[config.mk]
export PLATFORM = sky130hd
export DESIGN_NAME = sector_tlb
export DESIGN_NICKNAME = d
export VERILOG_FILES = /design/src/rtl/sectlb_pkg.sv /design/src/rtl/sectlb_match.sv /design/src/rtl/sectlb_victim.sv /design/src/rtl/sector_tlb.sv
export SDC_FILE = /design/constraint.sdc
export NUM_CORES = 2
export LEC_CHECK = 0
export BUFFER_PORTS_ARGS = -buffer_cell sky130_fd_sc_hd__clkbuf_2
export CAP_MARGIN = 20
export CORE_ASPECT_RATIO = 0.8
export CORE_MARGIN = 2
export CORE_UTILIZATION = 50
export CTS_BUF_LIST = sky130_fd_sc_hd__clkbuf_8
export CTS_CLUSTER_SIZE = 14
export DETAILED_ROUTE_END_ITERATION = 10
export GPL_ROUTABILITY_DRIVEN = 0
export PLACE_DENSITY = 0.63
export REMOVE_ABC_BUFFERS = 1
export SYNTH_ARGS = -nofsm -noshare
export SYNTH_HDL_FRONTEND = slang
export SYNTH_SLANG_ARGS = --single-unit
export TNS_END_PERCENT = 100
[constraint.sdc]
create_clock -name clk -period 12.7 [get_ports clk]
set_clock_uncertainty 0.1 [all_clocks]
set_input_delay 0.635 -clock clk [delete_from_list [all_inputs] [get_ports clk]]
set_output_delay 0.635 -clock clk [all_outputs]
set_load 0.05 [all_outputs]
[src/rtl/sectlb_pkg.sv]
// Shared types for the sectored TLB.
// Assumes nothing beyond the importing modules' parameters.
package sectlb_pkg;

    // How a fill lands in the entry array in a given cycle.
    typedef enum logic [1:0] {
        WR_NONE    = 2'd0,
        WR_INPLACE = 2'd1,
        WR_FREE    = 2'd2,
        WR_EVICT   = 2'd3
    } wr_kind_e;

endpackage

[src/rtl/sectlb_match.sv]
// Associative compare of one key against every held tag.
// Assumes at most one held entry matches any key; the index output
// is the OR of matching indices and is valid only when any_o is set.
module sectlb_match #(
    parameter int ENTRIES = 16,
    parameter int TAG_W   = 18,
    localparam int IDX_W  = $clog2(ENTRIES)
) (
    input  logic [ENTRIES-1:0][TAG_W-1:0] tags_i,
    input  logic [ENTRIES-1:0]            held_i,
    input  logic [TAG_W-1:0]              key_i,
    output logic [ENTRIES-1:0]            vec_o,
    output logic                          any_o,
    output logic [IDX_W-1:0]              idx_o
);

    // Per-entry equality gated by the entry being held.
    always_comb begin
        for (int e = 0; e < ENTRIES; e++) begin
            vec_o[e] = held_i[e] && (tags_i[e] == key_i);
        end
    end

    // Encode the matching position.
    always_comb begin
        idx_o = '0;
        for (int e = 0; e < ENTRIES; e++) begin
            if (vec_o[e]) idx_o = idx_o | IDX_W'(e);
        end
        any_o = |vec_o;
    end

endmodule

[src/rtl/sectlb_victim.sv]
// Chooses where a fill with a new tag goes: lowest empty entry, or the
// rotating pointer when the array is full. Assumes ENTRIES is a power
// of two so the pointer wraps naturally.
module sectlb_victim #(
    parameter int ENTRIES = 16,
    localparam int IDX_W  = $clog2(ENTRIES)
) (
    input  logic               clk,
    input  logic               rst_n,
    input  logic [ENTRIES-1:0] held_i,
    input  logic               take_i,
    output logic [IDX_W-1:0]   idx_o,
    output logic               full_o
);

    logic [IDX_W-1:0] ptr_q;
    logic [IDX_W-1:0] free_idx;

    // Lowest-numbered empty entry.
    always_comb begin
        free_idx = '0;
        for (int e = ENTRIES - 1; e >= 0; e--) begin
            if (!held_i[e]) free_idx = IDX_W'(e);
        end
        full_o = &held_i;
        idx_o  = full_o ? ptr_q : free_idx;
    end

    // Rotating eviction pointer, stepped only by an eviction.
    always_ff @(posedge clk) begin
        if (!rst_n) begin
            ptr_q <= '0;
        end else if (take_i && full_o) begin
            ptr_q <= ptr_q + 1'b1;
        end
    end

    AST_VICTIM_FILLED: assert property (@(posedge clk) disable iff (!rst_n)
        take_i |=> held_i[$past(idx_o)]);

endmodule

[src/rtl/sector_tlb.sv]
// Sectored TLB: each tag covers GROUP adjacent page table entries with a
// presence bit per slot. Lookup result is registered (one cycle).
// Assumes GROUP is 2 or 4 and ENTRIES a power of two. Invalidates take
// precedence over a same-cycle fill; lookups read pre-edge contents.
module sector_tlb
    import sectlb_pkg::*;
#(
    parameter int VPN_W   = 20,
    parameter int PPN_W   = 20,
    parameter int ENTRIES = 16,
    parameter int GROUP   = 4,
    localparam int SLOT_W = $clog2(GROUP),
    localparam int TAG_W  = VPN_W - SLOT_W,
    localparam int IDX_W  = $clog2(ENTRIES)
) (
    input  logic                   clk,
    input  logic                   rst_n,
    input  logic                   lk_req,
    input  logic [VPN_W-1:0]       lk_vpn,
    output logic                   lk_hit,
    output logic                   lk_miss,
    output logic [PPN_W-1:0]       lk_ppn,
    input  logic                   fl_req,
    input  logic [VPN_W-1:0]       fl_vpn,
    input  logic [GROUP*PPN_W-1:0] fl_ppn,
    input  logic [GROUP-1:0]       fl_vld,
    input  logic                   inv_all,
    input  logic                   inv_one,
    input  logic [VPN_W-1:0]       inv_vpn
);

    logic [ENTRIES-1:0][TAG_W-1:0]            tag_q;
    logic [ENTRIES-1:0][GROUP-1:0][PPN_W-1:0] ppn_q;
    logic [ENTRIES-1:0][GROUP-1:0]            sv_q;
    logic [ENTRIES-1:0]                       held;

    // An entry is held while any of its slots is present.
    for (genvar e = 0; e < ENTRIES; e++) begin : g_held
        assign held[e] = |sv_q[e];
    end

    // Three searches share one compare structure.
    localparam int NSRCH = 3;
    logic [NSRCH-1:0][TAG_W-1:0]   keys;
    logic [NSRCH-1:0][ENTRIES-1:0] mvec;
    logic [NSRCH-1:0]              many;
    logic [NSRCH-1:0][IDX_W-1:0]   midx;

    assign keys[0] = lk_vpn[VPN_W-1:SLOT_W];
    assign keys[1] = fl_vpn[VPN_W-1:SLOT_W];
    assign keys[2] = inv_vpn[VPN_W-1:SLOT_W];

    for (genvar s = 0; s < NSRCH; s++) begin : g_srch
        sectlb_match #(.ENTRIES(ENTRIES), .TAG_W(TAG_W)) u_match (
            .tags_i (tag_q),
            .held_i (held),
            .key_i  (keys[s]),
            .vec_o  (mvec[s]),
            .any_o  (many[s]),
            .idx_o  (midx[s])
        );
    end

    // Lookup decision on pre-edge contents.
    logic [SLOT_W-1:0] lk_slot;
    logic              hit_c;
    assign lk_slot = lk_vpn[SLOT_W-1:0];
    assign hit_c   = many[0] && sv_q[midx[0]][lk_slot];

    // Register the lookup outcome.
    always_ff @(posedge clk) begin
        if (!rst_n) begin
            lk_hit  <= 1'b0;
            lk_miss <= 1'b0;
            lk_ppn  <= '0;
        end else begin
            lk_hit  <= lk_req && hit_c;
            lk_miss <= lk_req && !hit_c;
            lk_ppn  <= (lk_req && hit_c) ? ppn_q[midx[0]][lk_slot] : '0;
        end
    end

    // Fill placement.
    logic             do_fill;
    logic             vic_full;
    logic [IDX_W-1:0] vic_idx;
    logic [IDX_W-1:0] w_idx;
    wr_kind_e         wr_kind;

    assign do_fill = fl_req && (fl_vld != '0) && !inv_all && !inv_one;

    sectlb_victim #(.ENTRIES(ENTRIES)) u_victim (
        .clk    (clk),
        .rst_n  (rst_n),
        .held_i (held),
        .take_i (do_fill && !many[1]),
        .idx_o  (vic_idx),
        .full_o (vic_full)
    );

    // Classify the fill and pick its target entry.
    always_comb begin
        if (!do_fill)     wr_kind = WR_NONE;
        else if (many[1]) wr_kind = WR_INPLACE;
        else if (vic_full) wr_kind = WR_EVICT;
        else              wr_kind = WR_FREE;
        w_idx = (wr_kind == WR_INPLACE) ? midx[1] : vic_idx;
    end

    // Presence bits: invalidates first, then fills.
    always_ff @(posedge clk) begin
        if (!rst_n) begin
            sv_q <= '0;
        end else if (inv_all) begin
            sv_q <= '0;
        end else if (inv_one) begin
            if (many[2]) sv_q[midx[2]] <= '0;
        end else if (wr_kind != WR_NONE) begin
            sv_q[w_idx] <= fl_vld;
        end
    end

    // Tag and translation payload; data carries no reset.
    always_ff @(posedge clk) begin
        if (wr_kind != WR_NONE) begin
            tag_q[w_idx] <= keys[1];
            ppn_q[w_idx] <= fl_ppn;
        end
    end

    AST_HIT_XOR_MISS: assert property (@(posedge clk) disable iff (!rst_n)
        !(lk_hit && lk_miss));

    AST_SINGLE_MATCH: assert property (@(posedge clk) disable iff (!rst_n)
        $onehot0(mvec[0]) && $onehot0(mvec[1]));

    AST_EMPTY_FILL_NOP: assert property (@(posedge clk) disable iff (!rst_n)
        (fl_req && fl_vld == '0 && !inv_all && !inv_one) |=> $stable(sv_q));

    AST_FLUSH_ALL: assert property (@(posedge clk) disable iff (!rst_n)
        inv_all |=> (held == '0));

    AST_INV_BEATS_FILL: assert property (@(posedge clk) disable iff (!rst_n)
        (inv_one && !inv_all && !many[2]) |=> $stable(sv_q));

endmodule

==> qor.csv <==
metric,value,unit
outcome,finished clean,
cells after synthesis,5273,
fin crit share,54.6,%
fmax,144,MHz
Required @ worst endpoint,13.20,ns
clk sinks,1658,
Resized Gates After CTS,0,
Max Slew Vio Count,0,
# DRC,0,
Worst Min Path Start,fl_vpn[19],
Reg2Reg Launch Point,sv_q[7]$_SDFFE_PP0P_,
post-layout min period,6.94,ns
pwr dens,130,nW/um^2
clk buf depth,4,
Leak,28.5,nW
Util after Layout,56.1,%
max_cap viols,0,
R2R setup slack,6.03,ns
"FF+latch count, synth",1658,
Post CTS Setup Buffer Count,0,
Synth area leader,edfxtp_1,
"Reg clk slew, reported paths",0.06,ns
total vias in the final route,47200,
main area contributors after synthesis,"edfxtp_1, mux2i_1, xnor2_1",
CTS tree,yes,
Synth Area in Simple Gates,8.83,%
max_slew headroom,22.9,%
count of input and output buffers,167,
yosys warns,0,
Post-Synth Adder-Cell Area,0.0168,%
"Remaining Overflow, GRT",0,
CORE AREA,148000,sq um
post-synthesis xor/xnor area fraction,10.2,%
worst skew pair latency,1.02,ns
antenna-violating nets left,0,
worst reg2reg path endpoint,ppn_q[338]$_DFFE_PP_,
Worst EP arrival,7.44,ns
ys flop type,edfxtp_1,
"Seq/Total Area, Yosys",65.8,%
number of synthesized flops with an enable pin,1568,
die area,152000,sq um
die height,349,um
design area,82800,sq um
cell row count,126,
endpoints failing setup,0,
Least-Margin Pin Slew,1.16,ns
largest family of logic cells by synthesized area,XOR/XNOR gates,
initial antenna violation count,15,
R2R depth,12,
drt first pass iters,6,
IO Pins,172,
DR WL/cell,28.2,um
CTS Hold Bufs,83,
CTS buffer count,281,
Post-synth ARST share,0,%
"most common cell after layout, fill and taps aside",edfxtp_1,
pin count of the biggest net entering global routing,156,
WHS Endpoint,tag_q[269]$_DFFE_PP_,
post-synthesis mux area share,7.74,%
area share of the largest cell type after synthesis,63.3,%
crit path kind,primary input to flip-flop,
first-pass GRT wire length,316000,um
area grow syn2layout,11.4,%
crit-path max FO,38,
min-delay worst type,primary input to flip-flop,
maximum vdd drop,0.119,mV
CP Capture Type,flip-flop,
Root Buffer Master,clkbuf_8,
Mean Syn Cell Area,14.1,sq um
vias per cell,6.06,
depth of the CTS H-tree,5,
layout cell share with drive strength beyond 1,12.9,%
Total Routing Usage GR,28.4,%
Cell variety after synth,78,
Initial Util,50.4,%
Placed Area,77100,sq um
die width,435,um
final wirelength,219000,um
most frequent cells in the layout,"edfxtp_1, nand2_1, xnor2_1",
Startpoint Class,primary input,
Detail Placement HPWL,118000,um
"Cell Area, Synth",74300,sq um
RSZ-0062 raised after global routing,no,
setup TNS,0,ns
Hold Crit Depth,1,
Final Hold Fails,0,
DR iter-0 viols,5502,
Final nets,5746,
vias in the first global route,46100,
complex-gate fraction of the synthesized area,5.07,%
Total Power,10.8,mW
-- kinds of logic after synthesis --
group	after synthesis
XOR/XNOR	867
adder cells (fa/ha/maj)	1
AO/OA/AOI/OAI	528
flip-flops	1658
multiplexers	558
buffers and inverters	346
AND/OR/NAND/NOR	1315
-- report_power, final --
group	switching (mW)	internal [mW]
logic	0.321	0.143
clock network	2.09	2.25
registers	0.00436	5.99
-- metrics by stage --
step,hold WS [ns],setup slack (ns),cells
floorplan,0.373,2.07,4938
global placement,0.398,5.54,7212
detailed placement,0.408,5.46,7213
CTS,0.0111,5.99,7769
global route,0.0505,5.73,7772
finish,0.112,5.76,7779
-- how the worst max path moves through the flow --
stage	from	end	slack, ns	cells past startpoint
floorplan	fl_vpn[4]	ppn_q[1000]$_DFFE_PP_	2.07	11
global placement	fl_vpn[7]	ppn_q[579]$_DFFE_PP_	5.54	14
detailed placement	fl_vpn[12]	ppn_q[579]$_DFFE_PP_	5.46	14
CTS	fl_vpn[7]	ppn_q[580]$_DFFE_PP_	5.99	15
global route	fl_vpn[7]	ppn_q[338]$_DFFE_PP_	5.73	16
finish	fl_vpn[7]	ppn_q[338]$_DFFE_PP_	5.76	15
-- state kept, by name, indices dropped and copies added, names as in the netlist --
name,cells
ppn_q,1280
tag_q,288
sv_q,64
lk_ppn,20
u_victim.ptr_q,4
lk_hit,1
lk_miss,1
-- cell usage after synthesis (38+ instances only) --
| library cell | instances |
|---|---|
| o21ai_0 | 96 |
| edfxtp_1 | 1568 |
| xnor2_1 | 521 |
| o22ai_1 | 67 |
| mux2i_1 | 460 |
| buf_4 | 38 |
| nand3_1 | 144 |
| and3_1 | 122 |
| buf_2 | 162 |
| a31oi_1 | 75 |
| nand4_1 | 123 |
| dfxtp_1 | 90 |
| nor2_1 | 87 |
| mux2_2 | 76 |
| nand2_1 | 531 |
| a22o_1 | 48 |
| xor2_1 | 344 |
| nor4_1 | 96 |
| clkbuf_1 | 113 |
| nor3_1 | 114 |
-- worst max-delay path: stages --
cell,delay [ns]
dlygate4sd3_1,0.52
clkbuf_2,0.32
buf_4,0.58
xor2_1,0.14
nor4_1,0.41
nand3_1,0.13
nor4_1,0.71
or4_1,0.26
nor4_2,0.08
nor3_1,0.21
a21o_1,0.50
nor2b_1,0.65
and3_4,0.69
buf_4,0.65
buf_4,0.80
-- area by class of cell --
class	instances	area, sq um
Antenna cell	10	25.0
Inverter	11	46.3
Tap cell	1984	2480
Sequential cell	1658	48900
Multi-Input combinational cell	3269	23800
Clock buffer	290	3990
Clock inverter	183	918
Fill cell	12100	64700
Timing Repair Buffer	374	2650
-- layer usage --
layer	global-route usage, %	wire (um)
met5	0	54
met4	11.3	8250
met3	5.86	20000
met2	43.3	97800
met1	40.0	93000
Power figures use the tool's default switching activity.
